==> config.mk <==
export PLATFORM = sky130hd
export DESIGN_NAME = sar_adc_sequencer
export DESIGN_NICKNAME = d
export VERILOG_FILES = /design/src/rtl/sar_seq_pkg.sv /design/src/rtl/sar_tad_counter.sv /design/src/rtl/sar_trig_gate.sv /design/src/rtl/sar_bit_engine.sv /design/src/rtl/sar_adc_sequencer.sv
export SDC_FILE = /design/constraint.sdc
export NUM_CORES = 1
export LEC_CHECK = 0
export BUFFER_PORTS_ARGS = -buffer_cell sky130_fd_sc_hd__buf_2
export CORE_ASPECT_RATIO = 0.5
export CORE_MARGIN = 1.5
export CORE_UTILIZATION = 45
export DETAILED_ROUTE_END_ITERATION = 7
export HOLD_SLACK_MARGIN = 0.12
export PLACE_DENSITY = 0.83
export SETUP_SLACK_MARGIN = 0.15
export SYNTH_ARGS = -nofsm -noshare
export SYNTH_HDL_FRONTEND = slang
export SYNTH_SLANG_ARGS = --single-unit
==> constraint.sdc <==
create_clock -name clk -period 1.8 [get_ports clk]
set_input_delay 0.36 -clock clk [delete_from_list [all_inputs] [get_ports clk]]
set_output_delay 0.36 -clock clk [all_outputs]
set_load 0.03 [all_outputs]
==> src/rtl/sar_seq_pkg.sv <==
package sar_seq_pkg;

   localparam int ACQ_CODE_W = 3;

   typedef enum logic [2:0] {
      ST_IDLE,
      ST_START,
      ST_ACQ,
      ST_CONV,
      ST_RECOV
   } seq_state_t;

   // automatic acquisition length, in conversion-clock enable pulses
   function automatic int unsigned acq_tads(input logic [ACQ_CODE_W-1:0] code);
      case (code)
         3'd0:    return 0;
         3'd1:    return 2;
         3'd2:    return 4;
         3'd3:    return 6;
         3'd4:    return 8;
         3'd5:    return 12;
         3'd6:    return 16;
         default: return 20;
      endcase
   endfunction

endpackage

==> src/rtl/sar_tad_counter.sv <==
module sar_tad_counter #(
   parameter int CNT_W = 5
) (
   input  logic             clk,
   input  logic             rst_n,
   input  logic             load,
   input  logic [CNT_W-1:0] load_val,
   input  logic             tick,
   output logic             last
);

   logic [CNT_W-1:0] cnt_q;

   always_ff @(posedge clk or negedge rst_n) begin
      if (!rst_n)
         cnt_q <= '0;
      else if (load)
         cnt_q <= load_val;
      else if (tick && cnt_q != '0)
         cnt_q <= cnt_q - 1'b1;
   end

   assign last = (cnt_q == CNT_W'(1));

endmodule

==> src/rtl/sar_trig_gate.sv <==
module sar_trig_gate #(
   parameter int                MODE_W    = 4,
   parameter logic [MODE_W-1:0] TRIG_MODE = 'hB
) (
   input  logic              clk,
   input  logic              rst_n,
   input  logic              en,
   input  logic              trig,
   input  logic [MODE_W-1:0] mode,
   output logic              start,
   output logic              timer_rst
);

   logic armed;

   assign armed = trig && (mode == TRIG_MODE);
   assign start = armed && en;

   // the timer reset does not depend on the enable
   always_ff @(posedge clk or negedge rst_n) begin
      if (!rst_n)
         timer_rst <= 1'b0;
      else
         timer_rst <= armed;
   end

endmodule

==> src/rtl/sar_bit_engine.sv <==
module sar_bit_engine #(
   parameter int RES_W  = 10,
   parameter int STEP_W = $clog2(RES_W + 1)
) (
   input  logic             clk,
   input  logic             rst_n,
   input  logic             start,
   input  logic             abort,
   input  logic             tick,
   input  logic             cmp,
   input  logic             sw_wr,
   input  logic [RES_W-1:0] sw_data,
   output logic [RES_W-1:0] trial,
   output logic [RES_W-1:0] result,
   output logic             done
);

   logic [STEP_W-1:0] step_q;
   logic [RES_W-1:0]  trial_q;
   logic [RES_W-1:0]  trial_nxt;
   logic              active_q;
   logic              adv;

   // per bit: decided from the comparator, set as the new trial, or held
   for (genvar i = 0; i < RES_W; i++) begin : g_slice
      assign trial_nxt[i] = (step_q == STEP_W'(RES_W - i))     ? cmp  :
                            (step_q == STEP_W'(RES_W - 1 - i)) ? 1'b1 :
                                                                 trial_q[i];
   end

   assign adv  = active_q && tick;
   assign done = adv && (step_q == STEP_W'(RES_W));

   always_ff @(posedge clk or negedge rst_n) begin
      if (!rst_n) begin
         active_q <= 1'b0;
         step_q   <= '0;
         trial_q  <= '0;
      end else if (start) begin
         active_q <= 1'b1;
         step_q   <= '0;
         trial_q  <= '0;
      end else if (abort || done) begin
         active_q <= 1'b0;
         step_q   <= '0;
         trial_q  <= '0;
      end else if (adv) begin
         step_q  <= step_q + 1'b1;
         trial_q <= trial_nxt;
      end
   end

   always_ff @(posedge clk or negedge rst_n) begin
      if (!rst_n)
         result <= '0;
      else if (done)
         result <= trial_nxt;
      else if (sw_wr)
         result <= sw_data;
   end

   assign trial = trial_q;

endmodule

==> src/rtl/sar_adc_sequencer.sv <==
module sar_adc_sequencer
   import sar_seq_pkg::*;
#(
   parameter int                RES_W      = 10,
   parameter int                MODE_W     = 4,
   parameter logic [MODE_W-1:0] TRIG_MODE  = 'hB,
   parameter int                RECOV_TADS = 2,
   parameter int                CNT_W      = 5
) (
   input  logic                  clk,
   input  logic                  rst_n,
   input  logic                  en_i,
   input  logic                  go_wr_i,
   input  logic                  go_wdata_i,
   input  logic [ACQ_CODE_W-1:0] acq_sel_i,
   input  logic                  tad_tick_i,
   input  logic                  cmp_i,
   input  logic                  trig_i,
   input  logic [MODE_W-1:0]     trig_mode_i,
   input  logic                  res_wr_i,
   input  logic [RES_W-1:0]      res_wdata_i,
   input  logic                  irq_clr_i,
   output logic                  busy_o,
   output logic                  sh_connect_o,
   output logic [RES_W-1:0]      trial_o,
   output logic [RES_W-1:0]      result_o,
   output logic                  irq_o,
   output logic                  timer_rst_o
);

   localparam int MAX_ACQ = 20;

   if (RES_W < 2) begin : g_chk_res
      $error("RES_W must be at least 2");
   end
   if ((2 ** CNT_W) <= MAX_ACQ || (2 ** CNT_W) <= RECOV_TADS) begin : g_chk_cnt
      $error("CNT_W too narrow for the longest wait");
   end
   if (RECOV_TADS < 1) begin : g_chk_rec
      $error("RECOV_TADS must be at least 1");
   end

   seq_state_t       st_q, st_d;
   logic             go_q;
   logic             trig_go;
   logic             sw_set, sw_clr, go_req, go_pend, in_flight, abort;
   logic             conv_done, eng_start, eng_abort;
   logic             cnt_ld, cnt_last;
   logic [CNT_W-1:0] cnt_ld_val, acq_len;

   sar_trig_gate #(
      .MODE_W    (MODE_W),
      .TRIG_MODE (TRIG_MODE)
   ) u_trig (
      .clk       (clk),
      .rst_n     (rst_n),
      .en        (en_i),
      .trig      (trig_i),
      .mode      (trig_mode_i),
      .start     (trig_go),
      .timer_rst (timer_rst_o)
   );

   assign acq_len   = CNT_W'(acq_tads(acq_sel_i));
   assign sw_set    = go_wr_i && go_wdata_i;
   assign sw_clr    = go_wr_i && !go_wdata_i;
   assign go_req    = en_i && !sw_clr && (sw_set || trig_go);
   assign go_pend   = go_req || (go_q && en_i && !sw_clr);
   assign in_flight = (st_q == ST_START) || (st_q == ST_ACQ) || (st_q == ST_CONV);
   assign abort     = in_flight && (sw_clr || !en_i);

   always_comb begin
      st_d       = st_q;
      cnt_ld     = 1'b0;
      cnt_ld_val = acq_len;
      unique case (st_q)
         ST_IDLE: begin
            if (go_pend) begin
               if (acq_len == '0) begin
                  st_d = ST_START;
               end else begin
                  st_d   = ST_ACQ;
                  cnt_ld = 1'b1;
               end
            end
         end
         ST_START: st_d = abort ? ST_RECOV : ST_CONV;
         ST_ACQ: begin
            if (abort)
               st_d = ST_RECOV;
            else if (tad_tick_i && cnt_last)
               st_d = ST_CONV;
         end
         ST_CONV: begin
            if (abort || conv_done)
               st_d = ST_RECOV;
         end
         ST_RECOV: begin
            if (tad_tick_i && cnt_last) begin
               if (!go_pend) begin
                  st_d = ST_IDLE;
               end else if (acq_len == '0) begin
                  st_d = ST_START;
               end else begin
                  st_d   = ST_ACQ;
                  cnt_ld = 1'b1;
               end
            end
         end
         default: st_d = ST_IDLE;
      endcase
      if (st_d == ST_RECOV && st_q != ST_RECOV) begin
         cnt_ld     = 1'b1;
         cnt_ld_val = CNT_W'(RECOV_TADS);
      end
   end

   always_ff @(posedge clk or negedge rst_n) begin
      if (!rst_n)
         st_q <= ST_IDLE;
      else
         st_q <= st_d;
   end

   sar_tad_counter #(
      .CNT_W (CNT_W)
   ) u_wait (
      .clk      (clk),
      .rst_n    (rst_n),
      .load     (cnt_ld),
      .load_val (cnt_ld_val),
      .tick     (tad_tick_i),
      .last     (cnt_last)
   );

   assign eng_start = (st_d == ST_CONV) && (st_q != ST_CONV);
   assign eng_abort = (st_q == ST_CONV) && abort;

   sar_bit_engine #(
      .RES_W (RES_W)
   ) u_sar (
      .clk     (clk),
      .rst_n   (rst_n),
      .start   (eng_start),
      .abort   (eng_abort),
      .tick    (tad_tick_i),
      .cmp     (cmp_i),
      .sw_wr   (res_wr_i),
      .sw_data (res_wdata_i),
      .trial   (trial_o),
      .result  (result_o),
      .done    (conv_done)
   );

   always_ff @(posedge clk or negedge rst_n) begin
      if (!rst_n)
         go_q <= 1'b0;
      else if (!en_i || sw_clr || conv_done)
         go_q <= 1'b0;
      else if (go_req)
         go_q <= 1'b1;
   end

   always_ff @(posedge clk or negedge rst_n) begin
      if (!rst_n)
         irq_o <= 1'b0;
      else if (conv_done)
         irq_o <= 1'b1;
      else if (irq_clr_i)
         irq_o <= 1'b0;
   end

   assign busy_o       = go_q;
   assign sh_connect_o = (st_q != ST_CONV);

endmodule

==> run summary <==
========================================================================================
CTS sink count ............................................................           36
Longest individual stage delay on the worst path ..........................      0.47 ns
Number of port buffers ....................................................           50
Max Fclk ..................................................................    0.621 GHz
Outcome ................................................................... complete, no violations
Placed Area ...............................................................    2560 um^2
Area growth, synth to finish ..............................................        33.0%
Family with the most delay on the worst path .............................. simple AND/OR/NAND/NOR gates
Transition at the pin with the smallest max-transition slack ..............     0.409 ns
Area of the multi-input gates .............................................    1230 um^2
Static power due to leakage ...............................................      1.31 nW
Final routed wirelength across all metal layers ...........................      5.27 mm
Skew-Pair Late Insertion Delay ............................................      0.29 ns
Most frequent standard cell in the layout excluding fill and tap cells .... sky130_fd_sc_hd__buf_2
Root buffer cell .......................................................... sky130_fd_sc_hd__clkbuf_8
Residual overflow from global routing .....................................            0
Starting density of the core ..............................................        47.5%
Routability congestion estimate ...........................................        0.888
Pre-CTS worst setup slack .................................................   -0.0289 ns
Cell Rows .................................................................           17
Placed cells ..............................................................          351
Ratio of routed vias to standard cells ....................................         5.49
Unique cell type count in the Yosys netlist ...............................           52
Worst Hold Slack ..........................................................     0.304 ns
Power density normalized to cell area ..................................... 1420 nW/um^2
Finished Core Util ........................................................        63.2%
Area used by sequential logic in the layout ...............................     905 um^2
Met2 track demand over resource in global routing .........................        37.8%
RSZ-0062 raised after global routing ......................................          yes
Average size of a mapped cell .............................................    8.99 um^2
Count of yosys warnings during synthesis ..................................            0
Final period utilization ..................................................        89.4%
Area of the core ..........................................................    4470 um^2
Largest buffer count on any clock path ....................................            2
Chain of cells forming the critical path .................................. nor2_4 -> and3_4 -> a21oi_1 -> or3b_1 -> a22oi_1
Mean routed wirelength per cell ...........................................      14.4 um
Crit Path Class ...........................................................   reg -> reg
Worst setup SP type .......................................................         flop
Maximum net fanout on the critical path ...................................            4
Share of flip-flops with an asynchronous set or reset after synthesis .....         100%
H-tree levels .............................................................            2
Setup Total Neg Slack .....................................................         0 ns
Filler cell count .........................................................          362
Antenna diodes ............................................................            0
Number of search-and-repair iterations in the first detailed-routing pass .            4
Flops & latches, synth ....................................................           36
Total power draw ..........................................................      4.02 mW
Clock transition at path regs .............................................      0.07 ns
Net count after synthesis .................................................          270
Net count reported at finish ..............................................          342
Ys flop type .............................................................. sky130_fd_sc_hd__dfrtp_1
Required time of the critical path ........................................      1.99 ns
Portion of the post-synthesis area used by sequential elements ............        42.5%
CTS buffer count ..........................................................            5
Count of pins over their slew limit .......................................            0
Final count of negative-setup-slack endpoints .............................            0
Met1 usage ................................................................        24.4%
Buffers & Inverters on Critical Path ......................................            0
Fin Clk Skew ..............................................................   0.00744 ns
Detailed placer's ending HPWL .............................................      3.81 mm
Min-delay worst type ......................................................    in -> reg
Kind of capture point of the worst setup path .............................         flop
Number of violations reported at the end of detailed-routing iteration 0 ..           48
Die width .................................................................       100 um
Number of cells produced by synthesis .....................................          236
Number of remaining DRC errors ............................................            0
Post-route cell area ......................................................    2820 um^2
Layout cell share with drive strength beyond 1 ............................        33.3%
Pin count of the biggest net entering global routing ......................           21
Area of the die ...........................................................    5160 um^2
Worst-case setup margin in the final layout ...............................     0.190 ns
Final ANT Viol Nets .......................................................            0
Slowest library cell on the worst path .................................... sky130_fd_sc_hd__dfrtp_1
Met3 layer usage reported by global route .................................        4.57%
Global routing usage summed across all routing layers .....................        20.7%
DIE HEIGHT ................................................................      51.6 um
Post-route insts no fill ..................................................          366
Vias in the first global route ............................................        1,897
Global-route wire length before repair ....................................      8.30 mm
Max-cap viol count ........................................................            0
Clock period minus final worst setup slack ................................      1.61 ns
Worst-case vdd ir drop ....................................................   0.000488 V
Number of enable flip-flop cells after synthesis ..........................            0
Number of antenna violations at the first check in global routing .........            0
Clock tree from TritonCTS .................................................          yes
Layer with the highest usage after global routing .........................         met2
Most frequent cells in the layout ......................................... sky130_fd_sc_hd__buf_2, sky130_fd_sc_hd__nor2_1, sky130_fd_sc_hd__dfrtp_1
Worst relative slew slack .................................................        72.6%
Data arrival time of the critical path ....................................      1.80 ns
Via count .................................................................        2,010
# IOs .....................................................................           51
Cell area after synthesis .................................................    2120 um^2
Number of hold violations in the final report .............................            0
========================================================================================
area by class of cell:
class | count | area share [%]
clock buffer | 7 | 3.41
clock inverter | 1 | 1.06
inverter | 9 | 1.20
multi-input combinational | 182 | 43.7
sequential | 36 | 32.0
tap | 57 | 2.53
timing repair buffer | 74 | 16.0
cells by family (layout without fill, tap and decap cells):
group / count (synthesis) / count (layout) / synth area share (%)
flip-flops: 36 / 36 / 42.5
buffers and inverters: 18 / 91 / 3.48
adder cells (fa/ha/maj): 7 / 7 / 4.13
AO/OA/AOI/OAI: 65 / 65 / 21.6
AND/OR/NAND/NOR: 102 / 102 / 24.8
multiplexers: 3 / 3 / 1.47
XOR/XNOR: 5 / 5 / 2.06
cell usage after synthesis (all sizes together), types with 6 or more instances:
cell	instances	area share [%]
nor2	37	6.5
dfrtp	36	42
nand2	20	3.5
a21oi	19	4.5
a211oi	10	3.5
inv	9	1.6
nand2b	9	2.7
nor2b	8	2.4
o22ai	8	2.4
ha	7	4.1
o21a	7	2.5
clkbuf	6	1.1
o21ai	6	1.4
repair_timing:
| item | 4_1_cts | 5_1_grt |
|---|---|---|
| pin swaps | 2 | 1 |
| hold buffers | 1 | 0 |
| gates resized for setup | 6 | 15 |
| buffers inserted | 4 | 2 |
| setup endpoints to repair | 5 | 12 |
| cloned | 0 | 0 |
| endpoints found under the hold margin | 16 | 0 |
metal layers:
metal / vias up / part of all wire, % / wire, um
met1: 968 / 43 / 2290
met2: 52 / 51 / 2680
met3: 8 / 4.4 / 231
li1: 982 / - / -
met4: 0 / 1.4 / 72
met5: - / 0 / 0
report_power, final:
group / internal, mW / switching [mW]
logic: 0.839 / 1.15
registers: 1.03 / 0.221
clock network: 0.489 / 0.292
final timing paths:
check | startpoint | endpoint | slack (ns) | cells past startpoint
worst max-delay path | u_wait.cnt_q[4] | st_q[0] | 0.19 | 5
worst min-delay path | irq_clr_i | irq_o | 0.30 | 2
worst max register to register | u_wait.cnt_q[4] | st_q[0] | 0.19 | 5
worst min register to register | u_sar.result[2] | u_sar.result[2] | 0.56 | 2
max in group asynchronous | rst_n | u_sar.result[0] | 0.82 | 3
min in group asynchronous | rst_n | u_wait.cnt_q[3] | 0.54 | 2
sequential cells by signal, summed over array words and instances (netlist names), 3 cells and up:
signal / flops
u_sar.trial: 10
u_sar.step_q: 4
st_q: 3
u_wait.cnt_q: 5
u_sar.result: 10
worst reg2reg max path, stage by stage, from the launching register on:
cell and delay (ns):
sky130_fd_sc_hd__dfrtp_1 0.47, sky130_fd_sc_hd__nor2_4 0.20, sky130_fd_sc_hd__and3_4 0.21, sky130_fd_sc_hd__a21oi_1 0.08
sky130_fd_sc_hd__or3b_1 0.36, sky130_fd_sc_hd__a22oi_1 0.20
No activity file was read; power rests on OpenSTA's default activity.
